===== src/rtl/blkdma_pkg.sv =====
// Package: shared register addresses, mode layout and sequencer states for
// the single-segment DMA channel. Assumes a 3-bit word register address.
package blkdma_pkg;

    localparam int REG_AW = 3;

    localparam logic [REG_AW-1:0] REG_MODE = 3'd0;
    localparam logic [REG_AW-1:0] REG_CTRL = 3'd1;
    localparam logic [REG_AW-1:0] REG_RST  = 3'd2;
    localparam logic [REG_AW-1:0] REG_LO   = 3'd3;
    localparam logic [REG_AW-1:0] REG_HI   = 3'd4;

    typedef struct packed {
        logic [1:0] dir;
        logic [1:0] width;
        logic       inc;
    } mode_t;

    typedef enum logic [2:0] {
        ST_IDLE,
        ST_RD_REQ,
        ST_PUSH,
        ST_PULL,
        ST_WR_REQ
    } seq_state_t;

endpackage


===== src/rtl/blkdma_regs.sv =====
// Register file: holds mode, start address words and the two channel-reset
// bits. Decodes the self-clearing start strobe and the channel hold.
// Assumes ADDR_W between 33 and 64; reads are combinational on wr_addr.
module blkdma_regs
    import blkdma_pkg::*;
#(
    parameter int ADDR_W = 64
) (
    input  logic              clk,
    input  logic              rst_n,
    input  logic              wr_en,
    input  logic [REG_AW-1:0] wr_addr,
    input  logic [31:0]       wr_data,
    input  logic              busy,
    output logic [31:0]       rd_data,
    output mode_t             mode_o,
    output logic [ADDR_W-1:0] base_o,
    output logic              start_o,
    output logic              hold_o
);

    mode_t       mode_q;
    logic [31:0] lo_q;
    logic [31:0] hi_q;
    logic [1:0]  rst_q;
    logic [63:0] full_addr;

    // Register writes; the channel-reset pair powers up released.
    always_ff @(posedge clk) begin
        if (!rst_n) begin
            mode_q <= '0;
            lo_q   <= '0;
            hi_q   <= '0;
            rst_q  <= 2'b11;
        end else if (wr_en) begin
            case (wr_addr)
                REG_MODE: mode_q <= '{dir: wr_data[17:16], width: wr_data[5:4], inc: wr_data[0]};
                REG_RST:  rst_q  <= wr_data[9:8];
                REG_LO:   lo_q   <= wr_data;
                REG_HI:   hi_q   <= wr_data;
                default:  ;
            endcase
        end
    end

    // Read multiplexer; start bit never reads back as set.
    always_comb begin
        case (wr_addr)
            REG_MODE: rd_data = {14'b0, mode_q.dir, 10'b0, mode_q.width, 3'b0, mode_q.inc};
            REG_CTRL: rd_data = {30'b0, busy, 1'b0};
            REG_RST:  rd_data = {22'b0, rst_q, 8'b0};
            REG_LO:   rd_data = lo_q;
            REG_HI:   rd_data = hi_q;
            default:  rd_data = '0;
        endcase
    end

    assign full_addr = {hi_q, lo_q};
    assign base_o    = full_addr[ADDR_W-1:0];
    assign mode_o    = mode_q;
    assign start_o   = wr_en && (wr_addr == REG_CTRL) && wr_data[0];
    assign hold_o    = !(rst_q[0] && rst_q[1]);

endmodule


===== src/rtl/blkdma_addr_gen.sv =====
// Address generator: loads the start address aligned down to the beat
// size, then steps it by the beat size (or not at all) per memory beat.
// Assumes load and step never occur in the same cycle.
module blkdma_addr_gen #(
    parameter int ADDR_W = 64
) (
    input  logic              clk,
    input  logic              rst_n,
    input  logic              load,
    input  logic [ADDR_W-1:0] base,
    input  logic [1:0]        load_width,
    input  logic              step,
    input  logic [1:0]        step_width,
    input  logic              step_inc,
    output logic [ADDR_W-1:0] addr
);

    logic [ADDR_W-1:0] align_mask;
    logic [ADDR_W-1:0] stride;

    // Mask clears the bits below the beat size of the new transfer.
    assign align_mask = ~((ADDR_W'(1) << load_width) - ADDR_W'(1));
    // Stride is the beat size in bytes, zero for a fixed address.
    assign stride     = step_inc ? (ADDR_W'(1) << step_width) : '0;

    // Current beat address register.
    always_ff @(posedge clk) begin
        if (!rst_n) begin
            addr <= '0;
        end else if (load) begin
            addr <= base & align_mask;
        end else if (step) begin
            addr <= addr + stride;
        end
    end

endmodule


===== src/rtl/blkdma_seq.sv =====
// Beat sequencer: latches the mode at start, counts beats and walks the
// memory and FIFO handshakes in the latched direction. A hold forces idle
// with no done. Assumes DATA_W holds the widest (64-bit) beat.
module blkdma_seq
    import blkdma_pkg::*;
#(
    parameter int CNT_W  = 16,
    parameter int BSZ_W  = 12,
    parameter int DATA_W = 64
) (
    input  logic              clk,
    input  logic              rst_n,
    input  logic              start,
    input  logic              hold,
    input  mode_t             mode,
    input  logic [CNT_W-1:0]  blk_count,
    input  logic [BSZ_W-1:0]  blk_size,
    input  logic              mem_ack,
    input  logic [DATA_W-1:0] mem_rdata,
    input  logic              fifo_out_ready,
    input  logic              fifo_in_valid,
    input  logic [DATA_W-1:0] fifo_in_data,
    output logic              busy,
    output logic              done,
    output logic              mem_req,
    output logic              mem_we,
    output logic [DATA_W-1:0] beat_data,
    output logic              fifo_out_valid,
    output logic              fifo_in_ready,
    output logic              load,
    output logic              step,
    output logic [1:0]        lat_width,
    output logic              lat_inc
);

    localparam int LEN_W = CNT_W + BSZ_W;

    seq_state_t       state;
    logic [LEN_W-1:0] total_bytes;
    logic [LEN_W-1:0] beats;
    logic [LEN_W-1:0] remaining;
    logic             last_beat;
    logic             dir_in;

    // Length of the new transfer in beats.
    assign total_bytes = LEN_W'(blk_count) * LEN_W'(blk_size);
    assign beats       = total_bytes >> mode.width;
    assign last_beat   = (remaining == LEN_W'(1));
    assign dir_in      = (mode.dir == 2'b01);

    // Transfer state, beat counter, latched mode and beat buffer.
    always_ff @(posedge clk) begin
        if (!rst_n) begin
            state     <= ST_IDLE;
            remaining <= '0;
            done      <= 1'b0;
            beat_data <= '0;
            lat_width <= '0;
            lat_inc   <= 1'b0;
        end else begin
            done <= 1'b0;
            if (hold) begin
                state <= ST_IDLE;
            end else begin
                case (state)
                    ST_IDLE: begin
                        if (start) begin
                            lat_width <= mode.width;
                            lat_inc   <= mode.inc;
                            remaining <= beats;
                            if (beats == '0) begin
                                done <= 1'b1;
                            end else begin
                                state <= dir_in ? ST_PULL : ST_RD_REQ;
                            end
                        end
                    end
                    ST_RD_REQ: begin
                        if (mem_ack) begin
                            beat_data <= mem_rdata;
                            state     <= ST_PUSH;
                        end
                    end
                    ST_PUSH: begin
                        if (fifo_out_ready) begin
                            remaining <= remaining - LEN_W'(1);
                            if (last_beat) begin
                                done  <= 1'b1;
                                state <= ST_IDLE;
                            end else begin
                                state <= ST_RD_REQ;
                            end
                        end
                    end
                    ST_PULL: begin
                        if (fifo_in_valid) begin
                            beat_data <= fifo_in_data;
                            state     <= ST_WR_REQ;
                        end
                    end
                    ST_WR_REQ: begin
                        if (mem_ack) begin
                            remaining <= remaining - LEN_W'(1);
                            if (last_beat) begin
                                done  <= 1'b1;
                                state <= ST_IDLE;
                            end else begin
                                state <= ST_PULL;
                            end
                        end
                    end
                    default: state <= ST_IDLE;
                endcase
            end
        end
    end

    // Handshake outputs decoded from the state.
    assign busy           = (state != ST_IDLE);
    assign mem_req        = (state == ST_RD_REQ) || (state == ST_WR_REQ);
    assign mem_we         = (state == ST_WR_REQ);
    assign fifo_out_valid = (state == ST_PUSH);
    assign fifo_in_ready  = (state == ST_PULL);
    assign load           = (state == ST_IDLE) && start && !hold;
    assign step           = mem_req && mem_ack && !hold;

endmodule


===== src/rtl/blkdma_chan.sv =====
// Top: single-segment DMA channel. Wires the register file, the beat
// sequencer and the address generator together. Assumes one transfer at
// a time; the memory port completes each request with a single ack.
module blkdma_chan
    import blkdma_pkg::*;
#(
    parameter int ADDR_W = 64,
    parameter int DATA_W = 64,
    parameter int CNT_W  = 16,
    parameter int BSZ_W  = 12
) (
    input  logic              clk,
    input  logic              rst_n,
    input  logic              reg_wr_en,
    input  logic [2:0]        reg_addr,
    input  logic [31:0]       reg_wdata,
    output logic [31:0]       reg_rdata,
    input  logic [CNT_W-1:0]  blk_count,
    input  logic [BSZ_W-1:0]  blk_size,
    output logic              mem_req,
    output logic              mem_we,
    output logic [ADDR_W-1:0] mem_addr,
    output logic [1:0]        mem_size,
    output logic [DATA_W-1:0] mem_wdata,
    input  logic [DATA_W-1:0] mem_rdata,
    input  logic              mem_ack,
    output logic              fifo_out_valid,
    input  logic              fifo_out_ready,
    output logic [DATA_W-1:0] fifo_out_data,
    input  logic              fifo_in_valid,
    output logic              fifo_in_ready,
    input  logic [DATA_W-1:0] fifo_in_data,
    output logic              done,
    output logic              busy
);

    mode_t             mode;
    logic [ADDR_W-1:0] base;
    logic              start;
    logic              chan_hold;
    logic              load;
    logic              step;
    logic [1:0]        lat_width;
    logic              lat_inc;
    logic [DATA_W-1:0] beat_data;

    blkdma_regs #(.ADDR_W(ADDR_W)) u_regs (
        .clk     (clk),
        .rst_n   (rst_n),
        .wr_en   (reg_wr_en),
        .wr_addr (reg_addr),
        .wr_data (reg_wdata),
        .busy    (busy),
        .rd_data (reg_rdata),
        .mode_o  (mode),
        .base_o  (base),
        .start_o (start),
        .hold_o  (chan_hold)
    );

    blkdma_seq #(.CNT_W(CNT_W), .BSZ_W(BSZ_W), .DATA_W(DATA_W)) u_seq (
        .clk            (clk),
        .rst_n          (rst_n),
        .start          (start),
        .hold           (chan_hold),
        .mode           (mode),
        .blk_count      (blk_count),
        .blk_size       (blk_size),
        .mem_ack        (mem_ack),
        .mem_rdata      (mem_rdata),
        .fifo_out_ready (fifo_out_ready),
        .fifo_in_valid  (fifo_in_valid),
        .fifo_in_data   (fifo_in_data),
        .busy           (busy),
        .done           (done),
        .mem_req        (mem_req),
        .mem_we         (mem_we),
        .beat_data      (beat_data),
        .fifo_out_valid (fifo_out_valid),
        .fifo_in_ready  (fifo_in_ready),
        .load           (load),
        .step           (step),
        .lat_width      (lat_width),
        .lat_inc        (lat_inc)
    );

    blkdma_addr_gen #(.ADDR_W(ADDR_W)) u_addr (
        .clk        (clk),
        .rst_n      (rst_n),
        .load       (load),
        .base       (base),
        .load_width (mode.width),
        .step       (step),
        .step_width (lat_width),
        .step_inc   (lat_inc),
        .addr       (mem_addr)
    );

    assign mem_size      = lat_width;
    assign mem_wdata     = beat_data;
    assign fifo_out_data = beat_data;

endmodule


===== config.mk =====
export PLATFORM = sky130hd
export DESIGN_NAME = blkdma_chan
export DESIGN_NICKNAME = d
export VERILOG_FILES = /design/src/rtl/blkdma_pkg.sv /design/src/rtl/blkdma_regs.sv /design/src/rtl/blkdma_addr_gen.sv /design/src/rtl/blkdma_seq.sv /design/src/rtl/blkdma_chan.sv
export SDC_FILE = /design/constraint.sdc
export NUM_CORES = 1
export LEC_CHECK = 0
export BUFFER_PORTS_ARGS = -buffer_cell sky130_fd_sc_hd__buf_2
export CORE_UTILIZATION = 40
export CTS_CLUSTER_SIZE = 20
export DETAILED_ROUTE_END_ITERATION = 10
export GPL_ROUTABILITY_DRIVEN = 0
export PLACE_DENSITY = 0.71
export SYNTH_ARGS = -nofsm -noshare
export SYNTH_HDL_FRONTEND = slang
export SYNTH_HIERARCHICAL = 1
export SYNTH_SLANG_ARGS = --single-unit
export TNS_END_PERCENT = 5

===== constraint.sdc =====
create_clock -name clk -period 6.44 [get_ports clk]
set_clock_uncertainty 0.1 [all_clocks]
set_input_delay 1.288 -clock clk [delete_from_list [all_inputs] [get_ports clk]]
set_output_delay 1.288 -clock clk [all_outputs]
set_load 0.02 [all_outputs]

* Word-level counts from Yosys, hierarchy flattened
Index checks and enable logic that the tools add are counted.
** Storage, ports and cells
- Register bits after elaboration :: 234
- Word-level logic and storage cells :: 89
** Cells by class
- $mul :: 1
- Shifts and indexed selects :: 3
- Multiplexer cells :: 27
- Equality and inequality tests :: 16
- Reduce and logical (&&, ||, !) cells :: 24
- Bitwise logic cells :: 2
- Add/subtract/negate cells :: 3
** Operators with widths (count)
- two-way mux 64 bit :: 5
- case mux 32 bit (5 select lines) :: 1
- case mux 64 bit (2 select lines) :: 1
- left shift 1 x 2 -> 64 bit, first input constant :: 2
- two-way mux 28 bit :: 3
- case mux 28 bit (3 select lines) :: 1
- adder 64 bit :: 1
- bitwise AND 64 bit :: 1
- NOT 64 bit :: 1
- subtractor 64 x 2 -> 64 bit, second input constant :: 1
- equality test 28 x 1 -> 1 bit, second input constant :: 1
- logical NOT 28 bit :: 1
- multiplier 16 x 12 -> 28 bit :: 1
- >> shifter 28 x 2 -> 28 bit :: 1
- subtractor 28 x 1 -> 28 bit, second input constant :: 1
- two-way mux 3 bit :: 6
- case mux 3 bit (5 select lines) :: 1
- equality test 3 x 2 -> 1 bit, second input constant :: 4
- AND reduction 2 bit :: 5
- logical AND 1 bit :: 7
- equality test 3 x 1 -> 1 bit, second input constant :: 2
- equality test 3 bit, second input constant :: 2
- logical NOT 3 bit :: 2
- two-way mux 1 bit :: 6
- 12 further kinds :: 19

* Longest topological paths before layout
Gate-level depths: netlist (run 1).
- Word-level depth :: 6
- Depth in mapped cells :: 25
- Gate-level depth less buffers :: 23

* Modules after synthesis
Netlist (run 1), hierarchy kept.
** Modules (own cells, without submodules)
- blkdma_seq :: area an instance 12494.5 um^2, instances 1, cells each 1507
- blkdma_addr_gen :: area an instance 4450.5 um^2, instances 1, cells each 590
- blkdma_regs :: area an instance 3141.8 um^2, instances 1, cells each 327
- blkdma_chan :: area an instance 480.5 um^2, instances 1, cells each 64

* Worst setup path before layout (run 1)
No wires, ideal clock.
- Kind :: in2reg
- Start :: input port blk_count[3]
- End :: register u_seq.done
- Arrival time :: 6.807 ns
- Setup time :: 0.072 ns
- Stages on the path :: 21
- Path slack :: -0.540 ns
- Path through :: clkbuf_1 > nand2_1 > fa_1 > fa_1 > fa_1 > fa_1 > fa_1 > inv_1 > ha_1 > buf_2 > and4_1 > and2_1 > a21boi_2 > nor4_1 > nor2_1 > mux4_2 > a21oi_1 > o2111a_1 > nand4b_1 > a2bb2oi_1 > nor3b_2
** On the way
- Word-level cells in the longest chain between the ends :: 6
** Ends and longest elaborated chain
- start, declared :: RTL line blkdma_chan.sv:18 : input logic [CNT_W-1:0] blk_count,
- multiplier 16 x 12 -> 28 bit :: RTL line blkdma_seq.sv:46 : assign total_bytes = LEN_W'(blk_count) * LEN_W'(blk_size);
- >> shifter 28 x 2 -> 28 bit :: RTL line blkdma_seq.sv:47 : assign beats = total_bytes >> mode.width;
- logical NOT 28 bit :: RTL line blkdma_seq.sv:71 : if (beats == '0) begin
- two-way mux 1 bit :: RTL line blkdma_seq.sv:71
- two-way mux 1 bit :: RTL line blkdma_seq.sv:67 : if (start) begin
- case mux 1 bit (3 select lines) :: RTL line blkdma_seq.sv:65 : case (state)
- end signal, assigned :: RTL line blkdma_seq.sv:61 : done <= 1'b0;
- end signal, assigned :: RTL line blkdma_seq.sv:72 : done <= 1'b1;
- end signal, assigned :: RTL line blkdma_seq.sv:88 : done <= 1'b1;
- end, declared :: RTL line blkdma_seq.sv:24 : output logic done,
Every way passes these cells.
A chain may end at the register's enable or synchronous reset.

* Worst setup path in the final report (run 1)
- Start :: input port blk_size[5]
- End :: register u_seq.done
** On the way
- Word-level cells in the longest chain between the ends :: 6
** Ends and longest elaborated chain
- start, declared :: RTL line blkdma_chan.sv:19 : input logic [BSZ_W-1:0] blk_size,
- multiplier 16 x 12 -> 28 bit :: RTL line blkdma_seq.sv:46
- >> shifter 28 x 2 -> 28 bit :: RTL line blkdma_seq.sv:47
- logical NOT 28 bit :: RTL line blkdma_seq.sv:71
- two-way mux 1 bit :: RTL line blkdma_seq.sv:71
- two-way mux 1 bit :: RTL line blkdma_seq.sv:67
- case mux 1 bit (3 select lines) :: RTL line blkdma_seq.sv:65
Every way passes these cells.

==> results.md, run 1 <==
- Post-Syn Nets: 2899
- M1 WL: 27500 um
- Met2 WL: 34900 um
- Yosys top cell by area: dfxtp_1
- Sequential element share of the synthesized area: 22.8%
- Number of core rows: 82
- Top area cells in the synthesized netlist: dfxtp_1 (23%), fa_1 (14%), mux2i_1 (7.5%)
- CP max-delay cell: fa_1
- Post-synthesis cell area: 0.0206 mm^2
- Layout cells sized above 1: 27.2%
- Post-route minimum period: 6.64 ns
- Total number of vias: 21.0k
- Met3 routed WL: 6000 um
- Maximum VDD drop: 0.000602 V
- Hold Vio Cnt, Final: 0
- Leakage: 12.0 nW
- Count of hold-fix buffers inserted at cts: 0
- DR DRC count: 0
- Setup_tns: -0.885 ns
- Setup crit start kind: primary input
- Cell Area, Placed: 0.0238 mm^2
- Number of top-level pins: 429
- Initial Util: 40.7%
- Critical path endpoint: u_seq/done
- Arrival time at the worst endpoint: 7.02 ns
- CTS Buffer Depth: 3
- Worst Path Max Fanout: 14
- Reg2reg setup slack: 2.76 ns
- Post-route ant nets: 0
- PwrDens: 517 mW/mm^2
- Critical Path Source: blk_size[5]
- Max-slew violation count: 0
- Fin nets: 3306
- WL final: 71500 um
- Maxcap violations: 0
- Setup ws final: -0.195 ns
- CP Cell Sequence: buf_12 > buf_4 > and2_4 > fa_1 > inv_1 > fa_1 > fa_1 > fa_1 > fa_1 > inv_2 > ha_4 > a21o_1 > o21bai_4 > mux2i_4 > nor4_4 > buf_4 > nor2_1 > mux4_2 > a21oi_2 > o2111a_1 > nand4b_1 > buf_6 > a2bb2oi_2 > nor3b_2
- Syn Inst Count: 2488
- Layout area overhead: 23.4%
- Library cells used by synthesis: 98
- HPWL Detailed: 54800 um
- Post-route cell area: 0.0254 mm^2
- DRT iter0 DRCs: 1948
- Status: finished, violations left
- Critical path class: in2reg
- Setup Viol. Count Final: 7
- Number of synthesized flops with an enable pin: 0
- Die area: 0.0523 mm^2
- Slew headroom: 16.9%
- H-tree depth: 1
- CP required: 6.82 ns
- Highest metal layer with signal wires: met4
- Worst setup EP type: flip-flop
- Initial antenna violation count: 7
- Post-synthesis average cell area: 8.27 um^2
- Fillers: 4698
- Worst-Margin Slew: 1.25 ns
- R2R depth: 12
- Reg-to-reg startpoint: u_regs/mode_o[1]
- Cts bufs inserted: 27
- Top cell type's share of synthesized area: 22.8%
- Area of the core: 0.0505 mm^2
- Vias in the first global route: 20.8k
- Worst-Skew Late Latency: 0.57 ns
- Crit-path max cell delay: 0.57 ns
- Failing checks: negative setup slack
- Critical Path Most Common Cell: fa_1
- Number of port buffers: 428
- Sequential cell area: 0.00468 mm^2
- Global-route wire length before repair: 112000 um
- Clock root buffer: clkbuf_16
- Die X: 229 um
- Main synth FF type: dfxtp_1
- Die Height: 229 um
- Tcrit/Tclk final: 103%
- Worst Hold Class: reg2reg
- Sinks on the clock net: 234
- R2R Path End: u_seq/done
- Post-synth ARST share: 0%
- Power Total: 13.1 mW
- RSZ-0062 raised after global routing: true
- Largest net degree at the start of global routing: 126
- First drt pass iteration count: 6
- Synth warn: 6
- Hold_sp: u_regs/hi_q[23]
- Multi-input logic area: 0.0147 mm^2
- TritonCTS clock tree: done
- Worst-path clk slew: 0.06 ns
- FF+latch count, synth: 234
- GR Overflow Total: 0
- Max Freq: 151 MHz
- Fin util: 50.3%
- Total GRT Usage: 26.4%
- Drt via density: 5.85
- Drt wl/cell: 19.9 um
## metal layers
metal,up-vias,GRT usage (%)
li1,9543,-
met1,10200,32.2
met2,1056,46.1
met3,176,4.49
met4,0,10.3
met5,-,0
## registers in the layout (all words and copies together) (netlist names)
register	cells
u_addr/addr	64
u_seq/beat_data	64
u_regs/hi_q	32
u_regs/lo_q	32
u_seq/remaining	28
u_regs/mode_o	5
u_seq/state	3
u_regs/rst_q	2
u_seq/lat_width	2
u_seq/done	1
u_seq/lat_inc	1
## placed cells by master, fill, tap and decap left out, types with 9 or more instances in the layout
master and n:
nand4_1 47, dfxtp_1 234, inv_1 143, nor4_1 22, xor2_1 13, nor3_1 54
a21boi_0 12, ha_1 59, a21oi_2 11, o22ai_1 15, clkbuf_16 27, o211a_1 71
nand3_1 47, and4_1 24, ha_4 11, buf_4 188, a21o_1 23, nand2_1 363
or2_2 9, fa_1 135, a31oi_1 32, a21oi_1 103, o21ai_0 101, or4_1 14
or3_1 14, nor3_2 10, buf_2 406, buf_6 14, and2_1 114, o31ai_1 9
nor2b_1 14, a22o_1 27, and3_1 26, mux2i_1 153, nor2_1 97, a211oi_1 22
xnor2_1 11
## critical path: cells and delay by family
kind,cells,cell delay [ns]
multiplexers,2,0.72
AND/OR/NAND/NOR,5,0.79
buffers and inverters,6,0.67
adder cells (fa/ha/maj),6,2.67
AO/OA/AOI/OAI,5,0.88
## how the worst min path moves through the flow
stage / to / cells after the start / slack [ns]
finish: u_regs/hi_q[23] / 2 / 0.38
global route: u_regs/hi_q[5] / 2 / 0.41
CTS: u_regs/hi_q[23] / 2 / 0.38
detailed placement: u_regs/hi_q[23] / 2 / 0.37
global placement: u_regs/hi_q[25] / 2 / 0.36
floorplan: u_regs/hi_q[1] / 2 / 0.34
## report_power, final
group          switching, mW  internal (mW)  leakage (nW)  total, mW
Combinational           4.97           5.00          9.66       9.97
Clock                  0.657          0.978         0.461       1.64
Sequential            0.0443           1.48          1.89       1.53
## kinds of logic after synthesis
| group | share of synthesized area, % |
|---|---|
| AO/OA/AOI/OAI | 18.8 |
| XOR/XNOR | 1.02 |
| adder cells (fa/ha/maj) | 18.2 |
| buffers and inverters | 8.36 |
| flip-flops | 22.8 |
| multiplexers | 7.99 |
| AND/OR/NAND/NOR | 22.8 |
## cell type report
type	count	area share (%)
Sequential cell	234	18.5
Multi-Input combinational cell	1873	57.9
Clock buffer	35	2.94
Antenna cell	2	0.0197
Inverter	147	2.17
Clock inverter	13	0.735
Timing Repair Buffer	612	14.4
Tap cell	672	3.31
## Yosys cell counts (51+ instances only)
library cell,n
a21oi_1,115
and2_1,121
buf_4,64
clkbuf_1,125
dfxtp_1,234
fa_1,141
ha_1,73
inv_1,144
mux2i_1,154
nand2_1,370
nand3_1,51
nor2_1,99
nor3_1,65
o211a_1,71
o21ai_0,106
## per-stage QoR
step | setup WS [ns] | std cells | hold WS, ns
after floorplan | -0.257 | 2488 | 0.339
after global placement | -0.923 | 3524 | 0.355
after detailed placement | -1.05 | 3524 | 0.371
after CTS | -0.0389 | 3583 | 0.380
after global routing | -0.410 | 3588 | 0.407
final | -0.195 | 3588 | 0.383
## repair_timing
item / CTS / global route
endpoints found under the setup margin: 7 / 15
buffers inserted: 11 / 3
pin swaps: 35 / 25
gates resized for setup: 91 / 20
hold endpoints to repair: 0 / 0
Power figures use the tool's default switching activity.
==> run 2, diff against run 1 <==
Settings changed: SYNTH_HIERARCHICAL 1 to not set.
==> run 2 against run 1 <==
The flow still finishes with violations (negative setup slack); highest routed layer is now met5; cell count decreased by 0.92%; clock power decreased by 12%; hold slack got worse by 0.0051 ns; critical endpoint is now u_seq.state[1]; fmax increased by 1.4%; via count decreased by 3.8%; non-clock buffer count increased by 9.
==> results.md, run 2 <==
- Status: finished, violations left
- Failing checks: negative setup slack
- Cells on Worst Hold Path: 2 (unchanged)
- Layout area overhead: 24.6%
- Post-route ant nets: 0 (unchanged)
- Commonest non-fill, non-tap cell in the layout: buf_2
- Worst-path clk slew: 0.06 ns (about the same)
- Max-slew violation count: 0 (unchanged)
- GR Overflow Total: 0 (unchanged)
- Fillers: 4481 (-4.6%)
- Top area cells in the synthesized netlist: dfxtp_1 (24%), fa_1 (15%), nand2_1 (7.5%)
- Slew headroom: 16.0% (-0.93 points)
- Drt via density: 5.68 (-2.9%)
- Post-synthesis cell area: 0.0195 mm^2 (-5.4%)
- Layer with the highest usage: met2
- Crit-path max cell delay: 0.56 ns (about the same)
- Setup crit start kind: primary input
- RSZ-0062 raised after global routing: true
- Number of synthesized flops with an enable pin: 0 (unchanged)
- Post-Syn Nets: 2914 (+0.52%)
- Crit-path leading delay family: adder cells
- Power Total: 12.6 mW (-4.3%)
- First drt pass iteration count: 9 (+3)
- Post-synthesis average cell area: 7.78 um^2 (-5.9%)
- Fin util: 50.7% (+0.39 points)
- Number of top-level pins: 429 (unchanged)
- Crit path depth: 24 (unchanged)
- Max Freq: 153 MHz (+1.4%)
- Synth warn: 0 (-6)
- Post-synth ARST share: 0% (unchanged)
- Multi-input logic area: 0.0135 mm^2 (-8.3%)
- Die Height: 223 um (-2.7%)
- Die X: 223 um (-2.7%)
- DR DRC count: 0 (unchanged)
- Top cell type's share of synthesized area: 24.1% (+1.3 points)
- Count leader, synth: nand2_1
- Worst Hold Class: reg2reg
- Setup ws final: -0.104 ns (+0.0914 ns)
- Total number of vias: 20.2k (-3.8%)
- Worst-Skew Late Latency: 0.56 ns (about the same)
- Fin nets: 3333 (+0.82%)
- HPWL Detailed: 51900 um (-5.3%)
- Main synth FF type: dfxtp_1
- Sequential cell area: 0.00468 mm^2 (unchanged)
- Post-Place Worst Slack: -0.899 ns (+0.146 ns)
- Reg2reg setup slack: 2.50 ns (-0.26 ns)
- WL final: 67900 um (-5.1%)
- PwrDens: 519 mW/mm^2 (+0.23%)
- Die area: 0.0495 mm^2 (-5.3%)
- Arrival time at the worst endpoint: 6.93 ns (-0.09 ns)
- CP required: 6.82 ns (about the same)
- TritonCTS clock tree: done
- FF+latch count, synth: 234 (unchanged)
- Commonest cells after routing, fill and taps aside: buf_2 (410), nand2_1 (371), dfxtp_1 (234), nor2_1 (205), inv_1 (202)
- WP buf/inv: 6 (unchanged)
- CP Cell Sequence: buf_2 > buf_4 > and2_1 > fa_1 > ha_1 > fa_1 > inv_1 > fa_1 > fa_1 > inv_1 > ha_4 > nor2_2 > a211oi_4 > buf_4 > o21a_1 > or3_4 > and2_4 > mux4_2 > a211oi_2 > and4bb_1 > and4_4 > buf_4 > o21ai_1 > a21oi_2
- Met1 Use GR: 35.2% (+3.0 points)
- CTS Buffer Depth: 3 (unchanged)
- Cts bufs inserted: 25 (-7.4%)
- Library cells used by synthesis: 89 (-9.2%)
- Number of port buffers: 428 (unchanged)
- Worst setup EP type: flip-flop
- Area of the core: 0.0478 mm^2 (-5.2%)
- Critical path class: in2reg
- Drt wl/cell: 19.1 um (-4.2%)
- Leakage: 10.8 nW (-10%)
- Count of hold-fix buffers inserted at cts: 0 (unchanged)
- Clock root buffer: clkbuf_16
- Post-route minimum period: 6.54 ns (-0.0914 ns)
- Met2 GRT Util: 42.2% (-3.9 points)
- DRT iter0 DRCs: 1854 (-4.8%)
- Sinks on the clock net: 234 (unchanged)
- H-tree depth: 1 (unchanged)
- Maximum VDD drop: 0.000671 V (+11%)
- Initial antenna violation count: 12 (+5)
- Tcrit/Tclk final: 102% (-1.4 points)
- Setup Viol. Count Final: 4 (-3)
- Global-route wire length before repair: 107000 um (-5.0%)
- R2R depth: 10 (-2)
- Layout cells sized above 1: 27.2% (about the same)
- Critical Path Most Common Cell: fa_1
- CP max-delay cell: fa_1
- Global-route met3 utilization: 8.13% (+3.6 points)
- Worst Path Max Fanout: 9 (-5)
- Syn Inst Count: 2503 (+0.60%)
- Total GRT Usage: 26.7% (+0.30 points)
- Hold Vio Cnt, Final: 0 (unchanged)
- Initial Util: 40.7% (-0.067 points)
- Largest net degree at the start of global routing: 141 (+12%)
- Yosys top cell by area: dfxtp_1
- Worst-Margin Slew: 1.26 ns (+0.0140 ns)
- Vias in the first global route: 19.7k (-5.5%)
- Synth cell count leaders: nand2_1 (387), dfxtp_1 (234), nor2_1 (212)
- Number of core rows: 80 (-2.4%)
- Top flop regs: u_addr.addr x64, u_seq.beat_data x64
- Sequential element share of the synthesized area: 24.1% (+1.3 points)
- Maxcap violations: 0 (unchanged)
## run 2: cell types whose count changed after synthesis, sizes merged, moves of 20 or more
cell,previous run,this run
a211oi,28,96
inv,145,210
a21oi,117,213
and4,26,2
buf,109,84
o211a,71,2
and2,122,76
clkbuf,125,145
nor2,99,215
mux2i,154,86
nor4,28,6
## run 2: per-layer routing
layer | vias to the layer above | wire (um)
li1 | 9320 | -
met2 | 977 | 30900
met1 | 9743 | 27600
met4 | 16 | 1730
met5 | - | 106
met3 | 153 | 7580
## run 2: stage by stage
stage | cells | setup TNS [ns] | hold WS, ns | instance area, um^2
floorplan | 2503 | -1.24 | 0.344 | 20000
global placement | 3499 | -10.43 | 0.359 | 22900
detailed placement | 3499 | -11.98 | 0.364 | 22900
CTS | 3550 | -0.0463 | 0.374 | 24100
global route | 3553 | -1.59 | 0.392 | 24200
finish | 3555 | -0.317 | 0.378 | 24200
## run 2: path summary, 6_finish.rpt
path / from / endpoint
setup reg to reg: u_seq.state[2] / u_addr.addr[44]
setup / recovery: blk_count[1] / u_seq.state[1]
hold reg to reg: u_regs.mode_o[0] / u_seq.lat_inc
hold / removal: u_regs.mode_o[0] / u_seq.lat_inc
## run 2: what timing repair did
action                                  in CTS  in global routing
gates resized for setup                     83                 25
endpoints found under the setup margin       9                 12
pin swaps                                   40                 11
buffers inserted                             9                  2
## run 2: final cells by class
cell class | instances | area share, %
antenna | 3 | 0.0310
clock buffer | 35 | 2.90
clock inverter | 7 | 0.341
inverter | 210 | 3.27
multi-input combinational | 1830 | 55.6
sequential | 234 | 19.3
tap | 615 | 3.17
timing repair buffer | 621 | 15.4
## run 2: cell families (layout without fill, tap and decap cells)
| group | Yosys count | in the layout | synth area share (%) |
|---|---|---|---|
| buffers and inverters | 439 | 873 | 9.84 |
| adder cells (fa/ha/maj) | 215 | 215 | 19.2 |
| XOR/XNOR | 34 | 34 | 1.53 |
| AND/OR/NAND/NOR | 890 | 890 | 20.6 |
| multiplexers | 91 | 91 | 4.85 |
| other | 0 | 3 | 0 |
| AO/OA/AOI/OAI | 600 | 600 | 19.9 |
| flip-flops | 234 | 234 | 24.1 |
## run 2: where the power goes
part | total [mW] | leakage, nW | internal (mW) | switching (mW)
logic | 9.60 | 8.51 | 4.87 | 4.73
clock network | 1.44 | 0.376 | 0.803 | 0.634
registers | 1.54 | 1.89 | 1.49 | 0.0465
total | 12.6 | 10.8 | 7.16 | 5.41
## run 2: worst min-delay path, stage by stage (launching register included)
cell	delay (ns)
dfxtp_1	0.32
nand2_1	0.05
a21oi_1	0.05
